==> config.mk <==
export PLATFORM = sky130hd
export DESIGN_NAME = twostage_wdt
export DESIGN_NICKNAME = d
export VERILOG_FILES = /design/src/rtl/twostage_wdt_pkg.sv /design/src/rtl/twostage_wdt_prescale.sv /design/src/rtl/twostage_wdt_counter.sv /design/src/rtl/twostage_wdt_regs.sv /design/src/rtl/twostage_wdt.sv
export SDC_FILE = /design/constraint.sdc
export NUM_CORES = 1
export LEC_CHECK = 0
export CELL_PAD_IN_SITES_DETAIL_PLACEMENT = 1
export CELL_PAD_IN_SITES_GLOBAL_PLACEMENT = 1
export CORE_MARGIN = 5
export CORE_UTILIZATION = 44
export CTS_CLUSTER_SIZE = 24
export DETAILED_ROUTE_END_ITERATION = 10
export PLACE_DENSITY_LB_ADDON = 0.1
export RECOVER_POWER = 100
export SYNTH_ARGS = -nofsm -noshare
export SYNTH_HDL_FRONTEND = slang
export SYNTH_HIERARCHICAL = 1
export SYNTH_SLANG_ARGS = --single-unit
==> constraint.sdc <==
create_clock -name clk -period 3.95 [get_ports clk]
set_input_delay 0.79 -clock clk [delete_from_list [all_inputs] [get_ports clk]]
set_output_delay 0.79 -clock clk [all_outputs]
set_load 0.005 [all_outputs]
==> src/rtl/twostage_wdt_pkg.sv <==
package twostage_wdt_pkg;
  localparam int ADDR_W = 5;
  localparam logic [ADDR_W-1:0] OFS_RELOAD  = 5'h00;
  localparam logic [ADDR_W-1:0] OFS_STAT_A  = 5'h04;
  localparam logic [ADDR_W-1:0] OFS_STAT_B  = 5'h06;
  localparam logic [ADDR_W-1:0] OFS_CTRL    = 5'h08;
  localparam logic [ADDR_W-1:0] OFS_INHIBIT = 5'h0C;
  localparam logic [ADDR_W-1:0] OFS_START   = 5'h12;

  localparam int BIT_HALT    = 11;
  localparam int BIT_TMO     = 3;
  localparam int BIT_SECOND  = 1;
  localparam int BIT_BOOT    = 2;
  localparam int START_MIN   = 4;
  localparam logic [15:0] RELOAD_KEY = 16'h0001;
endpackage

==> src/rtl/twostage_wdt_prescale.sv <==
module twostage_wdt_prescale #(
  parameter int TICK_CYCLES = 30_000_000
) (
  input  logic clk,
  input  logic rst,
  input  logic run,
  input  logic restart,
  output logic tick
);
  generate
    if (TICK_CYCLES <= 1) begin : g_direct
      assign tick = run;
    end else begin : g_div
      localparam int PW = $clog2(TICK_CYCLES);
      localparam logic [PW-1:0] LAST = PW'(TICK_CYCLES - 1);
      logic [PW-1:0] div_q;

      always_ff @(posedge clk) begin
        if (rst || restart || !run) begin
          div_q <= '0;
        end else if (div_q == LAST) begin
          div_q <= '0;
        end else begin
          div_q <= div_q + 1'b1;
        end
      end

      assign tick = run && (div_q == LAST);
    end
  endgenerate
endmodule

==> src/rtl/twostage_wdt_counter.sv <==
module twostage_wdt_counter #(
  parameter int CNT_W     = 10,
  parameter int RST_COUNT = 50
) (
  input  logic             clk,
  input  logic             rst,
  input  logic             tick,
  input  logic             reload,
  input  logic [CNT_W-1:0] start_val,
  output logic [CNT_W-1:0] count,
  output logic             expire
);
  logic [CNT_W-1:0] cnt_q;

  assign expire = tick && !reload && (cnt_q <= CNT_W'(1));

  always_ff @(posedge clk) begin
    if (rst) begin
      cnt_q <= CNT_W'(RST_COUNT);
    end else if (reload || expire) begin
      cnt_q <= start_val;
    end else if (tick) begin
      cnt_q <= cnt_q - 1'b1;
    end
  end

  assign count = cnt_q;
endmodule

==> src/rtl/twostage_wdt_regs.sv <==
module twostage_wdt_regs
  import twostage_wdt_pkg::*;
#(
  parameter int DATA_W    = 16,
  parameter int CNT_W     = 10,
  parameter int START_RST = 50
) (
  input  logic              clk,
  input  logic              rst,
  input  logic [ADDR_W-1:0] addr,
  input  logic              wr,
  input  logic [DATA_W-1:0] wdata,
  input  logic              rd,
  output logic [DATA_W-1:0] rdata,
  input  logic [CNT_W-1:0]  count,
  input  logic              expire,
  output logic              halt,
  output logic              inhibit,
  output logic [CNT_W-1:0]  start_val,
  output logic              reload_req,
  output logic              sec_flag
);
  localparam int PAD_W = DATA_W - CNT_W;

  logic [DATA_W-1:0] ctrl_q;
  logic [DATA_W-1:0] start_q;
  logic              inhibit_q;
  logic              tmo_q;
  logic              sec_q;
  logic              boot_q;
  logic [DATA_W-1:0] rdata_q;

  logic wr_ctrl, wr_start, wr_inh, wr_sa, wr_sb;

  assign wr_ctrl  = wr && (addr == OFS_CTRL);
  assign wr_start = wr && (addr == OFS_START);
  assign wr_inh   = wr && (addr == OFS_INHIBIT);
  assign wr_sa    = wr && (addr == OFS_STAT_A);
  assign wr_sb    = wr && (addr == OFS_STAT_B);
  assign reload_req = wr && (addr == OFS_RELOAD) && (wdata == DATA_W'(RELOAD_KEY));

  always_ff @(posedge clk) begin
    if (rst) begin
      ctrl_q    <= DATA_W'(1) << BIT_HALT;
      start_q   <= DATA_W'(START_RST);
      inhibit_q <= 1'b1;
    end else begin
      if (wr_ctrl) ctrl_q <= wdata;
      if (wr_start && (wdata[CNT_W-1:0] >= CNT_W'(START_MIN))) start_q <= wdata;
      if (wr_inh) inhibit_q <= wdata[0];
    end
  end

  always_ff @(posedge clk) begin
    if (rst) begin
      tmo_q  <= 1'b0;
      sec_q  <= 1'b0;
      boot_q <= 1'b0;
    end else begin
      if (expire && !tmo_q)              tmo_q <= 1'b1;
      else if (wr_sa && wdata[BIT_TMO])  tmo_q <= 1'b0;

      if (expire && tmo_q)                  sec_q <= 1'b1;
      else if (wr_sb && wdata[BIT_SECOND])  sec_q <= 1'b0;

      if (expire && tmo_q && sec_q)       boot_q <= 1'b1;
      else if (wr_sb && wdata[BIT_BOOT])  boot_q <= 1'b0;
    end
  end

  always_ff @(posedge clk) begin
    if (rst) begin
      rdata_q <= '0;
    end else if (rd) begin
      case (addr)
        OFS_RELOAD:  rdata_q <= {{PAD_W{1'b0}}, count};
        OFS_STAT_A:  rdata_q <= DATA_W'(tmo_q) << BIT_TMO;
        OFS_STAT_B:  rdata_q <= (DATA_W'(sec_q) << BIT_SECOND) | (DATA_W'(boot_q) << BIT_BOOT);
        OFS_CTRL:    rdata_q <= ctrl_q;
        OFS_INHIBIT: rdata_q <= DATA_W'(inhibit_q);
        OFS_START:   rdata_q <= start_q;
        default:     rdata_q <= '0;
      endcase
    end
  end

  assign rdata     = rdata_q;
  assign halt      = ctrl_q[BIT_HALT];
  assign inhibit   = inhibit_q;
  assign start_val = start_q[CNT_W-1:0];
  assign sec_flag  = sec_q;
endmodule

==> src/rtl/twostage_wdt.sv <==
module twostage_wdt
  import twostage_wdt_pkg::*;
#(
  parameter int CLK_HZ      = 50_000_000,
  parameter int TICK_CYCLES = (CLK_HZ / 10) * 6,
  parameter int DATA_W      = 16,
  parameter int CNT_W       = 10,
  parameter int START_RST   = 50
) (
  input  logic              clk,
  input  logic              rst,
  input  logic [ADDR_W-1:0] bus_addr,
  input  logic              bus_wr,
  input  logic [DATA_W-1:0] bus_wdata,
  input  logic              bus_rd,
  output logic [DATA_W-1:0] bus_rdata,
  output logic              reset_req
);
  logic             halt, inhibit, reload_req, sec_flag, tick, expire;
  logic [CNT_W-1:0] start_val, cnt_q;
  logic             reset_req_q;

  twostage_wdt_regs #(
    .DATA_W(DATA_W), .CNT_W(CNT_W), .START_RST(START_RST)
  ) u_regs (
    .clk(clk), .rst(rst), .addr(bus_addr), .wr(bus_wr), .wdata(bus_wdata),
    .rd(bus_rd), .rdata(bus_rdata), .count(cnt_q), .expire(expire),
    .halt(halt), .inhibit(inhibit), .start_val(start_val),
    .reload_req(reload_req), .sec_flag(sec_flag)
  );

  twostage_wdt_prescale #(.TICK_CYCLES(TICK_CYCLES)) u_pre (
    .clk(clk), .rst(rst), .run(!halt), .restart(reload_req), .tick(tick)
  );

  twostage_wdt_counter #(.CNT_W(CNT_W), .RST_COUNT(START_RST)) u_cnt (
    .clk(clk), .rst(rst), .tick(tick), .reload(reload_req),
    .start_val(start_val), .count(cnt_q), .expire(expire)
  );

  always_ff @(posedge clk) begin
    if (rst) reset_req_q <= 1'b0;
    else     reset_req_q <= sec_flag && !inhibit;
  end

  assign reset_req = reset_req_q;
endmodule

==> flow_summary.yaml <==
status:
  outcome: "complete, but fails checks"
  violations: "capacitance limit, slew limit"
timing:
  fmax_ghz: 0.294
  worst_slew_pin_slew_ns: 2.75
  final_max_slew_viol_count: 62
  fin_crit_ns: 3.40
  rsz0062_at_grt: "no"
  skew_ns: 0.00997
  holdWs_ns: 0.462
  hold_viol: 0
  tns_ns: 0
  setup_viol_count_final: 0
  relSlewSlack: -0.831
  finalCritPeriodShare: 0.860
logic_synthesis:
  yosys-top-cells-count: "dfxtp_1, nor2_1, mux2i_1"
  synthesis.area_um2: 4430
  yosysMostFrequentCell: "dfxtp_1"
  synth_top_area_frac: 0.398
  yosysTopAreaCell: "dfxtp_1"
  syn_nets: 539
  ys_warn_count: 6
  seq_area_frac_synth: 0.398
  synth-main-ff-cell: "dfxtp_1"
  synth-edff-count: 0
  postSynth.asyncResetShare: 0
  syn_area_per_cell_um2: 8.67
  ys_top_cells_by_area: "dfxtp_1, mux2i_1, nor2_1, a21oi_1, nor3_1"
  synth.distinct_cells: 64
  ys_ff_latch: 88
  syn_inst: 511
setup_path:
  worst-path-buf-inv: 2
  timing.rr.start: "u_pre/g_div.div_q[20]$_SDFF_PP0_"
  crit_start: "bus_addr[2]"
  worstSetupPathType: "input pin to flip-flop"
  crit_top_cell: "nor2_1"
  worstSetupStartpointType: "input pin"
  crit_fanout: 15
  critPathRequiredTime_ns: 4.21
  crit_path_max_incr_delay_ns: 0.65
  crit_arrival_ns: 3.65
  path_delay_family: "simple AND/OR/NAND/NOR gates"
  critPathSlowestCell: "dlygate4sd3_1"
  cp-end-kind: "flip-flop"
  worstPathCellList: "dlygate4sd3_1, or4_1, nor2_1, nand4_1, nor4_1, buf_4, nor2_1, or4b_2, a31oi_1"
grt:
  track_usage: 0.220
  grt_remaining_overflow: 0
  grt_max_degree: 62
  grt_pass1_wl_mm: 20.8
  antenna_found_initial: 0
  grt_pass1_vias: 4059
detailed_routing:
  routedWlPerCell_um: 18.5
  drt_iter0_drc: 201
  drt_pass1_iterations: 4
  antenna_left: 0
  via_per_inst: 5.82
  drc_errors: 0
  wl_mm: 12.5
  num_vias: 3942
clock_network:
  cts_buffer_depth: 2
  cts_root_buf: "clkbuf_8"
  htreeDepth: 3
  post_cts_buffers: 0
  clkTransAtPathRegs_ns: 0.08
  clock_sinks: 88
  cts_buffers: 9
  cts_resized: 0
  cts_tree: "yes"
  worstSkewPairLatency_ns: 0.36
  hold_buffers: 0
power:
  p_leak_uw: 0.00177
  powerDensity_nw_per_um2: 308
  ir_drop_mv: 0.236
cells_and_area:
  area_growth_pct: 14.0
  final_nets: 568
  diodes: 0
  drive_gt1_frac: 0.0772
  fin_area_um2: 5050
  fillers: 1208
hold_path:
  hold_start: "u_regs/rdata[1]$_SDFFE_PP0P_"
  min_path_type: "flip-flop to flip-flop"
placed_design:
  routabilityCongestion: 0.860
  hpwl_mm: 9.08
  placed_cell_area_um2: 4910
  place.port_buffers: 41
flow_run:
  max-cap-violations: 1
die:
  chipWidth_um: 110
  io_pins: 42
  num_rows: 36
  start_util: 0.451
  die-area_um2: 12200
  die_h_um: 110
  core-area_um2: 9820
==> cells by family after synthesis <==
group | Yosys count | synth area share
mux | 38 | 0.0870
simple gates | 223 | 0.270
compound gates | 89 | 0.145
xor+xnor | 14 | 0.0277
flops | 88 | 0.398
fa+ha+maj | 3 | 0.00847
buf+inv | 56 | 0.0641
==> metrics by stage <==
step / util / worst slack [ns] / total power (uW) / instances
floorplan: - / 0.608 / 952 / 511
global route: 0.514 / 0.379 / 1620 / 677
detailed placement: 0.500 / 0.368 / 1010 / 662
global placement: 0.500 / 0.476 / 1000 / 662
finish: 0.514 / 0.554 / 1560 / 677
CTS: 0.518 / 0.764 / 1580 / 677
==> layer usage <==
metal | track usage | wire length [um] | up-vias
met5 | 0 | 0 | -
met3 | 0.0577 | 585 | 13
met4 | 0.0686 | 174 | 0
met1 | 0.276 | 5550 | 1955
met2 | 0.370 | 6190 | 80
li1 | - | - | 1894
==> flip-flops by register name (all words and copies together) (netlist names) <==
| signal | cells |
|---|---|
| reset_req | 1 |
| u_cnt/count | 10 |
| u_pre/g_div.div_q | 25 |
| u_regs/boot_q | 1 |
| u_regs/ctrl_q | 16 |
| u_regs/inhibit | 1 |
| u_regs/rdata | 16 |
| u_regs/sec_flag | 1 |
| u_regs/start_q | 16 |
| u_regs/tmo_q | 1 |
==> placed cells by master (no fill, tap or decap), drive strengths merged, types with 10 or more instances in the layout <==
master | Yosys | routed
nor2b | 14 | 14
nand3 | 15 | 15
dfxtp | 88 | 88
clkdlybuf4s50 | 0 | 22
inv | 19 | 19
mux2i | 37 | 37
nand2 | 17 | 17
a221oi | 11 | 11
nand4 | 10 | 10
clkbuf | 16 | 14
a21oi | 22 | 22
nor3 | 21 | 21
nor4 | 10 | 10
dlygate4sd3 | 0 | 18
nor2 | 84 | 84
buf | 21 | 13
o21ai | 17 | 17
==> report_power, final <==
part	leakage, uW	internal, uW	switching (uW)
Sequential	0.000709	889	2.04
Clock	0.0000882	258	315
Combinational	0.000973	39.7	53.1
Total	0.00177	1190	370
==> worst paths after layout <==
check                                                    end  slack [ns]  depth (start not counted)
worst max-delay path             u_cnt/count[2]$_SDFFE_PP0P_        0.55                          9
worst min-delay path            u_regs/rdata[1]$_SDFFE_PP0P_        0.46                          2
worst max register to register   u_cnt/count[6]$_SDFFE_PP0P_        0.83                          7
worst min register to register  u_regs/rdata[1]$_SDFFE_PP0P_        0.46                          2
==> area by class of cell <==
type	count	area (um2)	area share
well taps	133	166	0.0330
multi-input cells	367	2370	0.470
inverters	19	71.3	0.0141
flip-flops and latches	88	1760	0.349
clock inverters	3	17.5	0.00347
clock buffers	12	155	0.0307
repair buffers	55	503	0.0996
==> worst min-delay path, delay by kind of cell, from the launching register on <==
kind | cells | cell delay, ns
AOI/OAI and AO/OA | 1 | 0.05
and+or+nand+nor | 1 | 0.04
DFF | 1 | 0.33
Note: power is estimated with default switching activity, not from simulation.
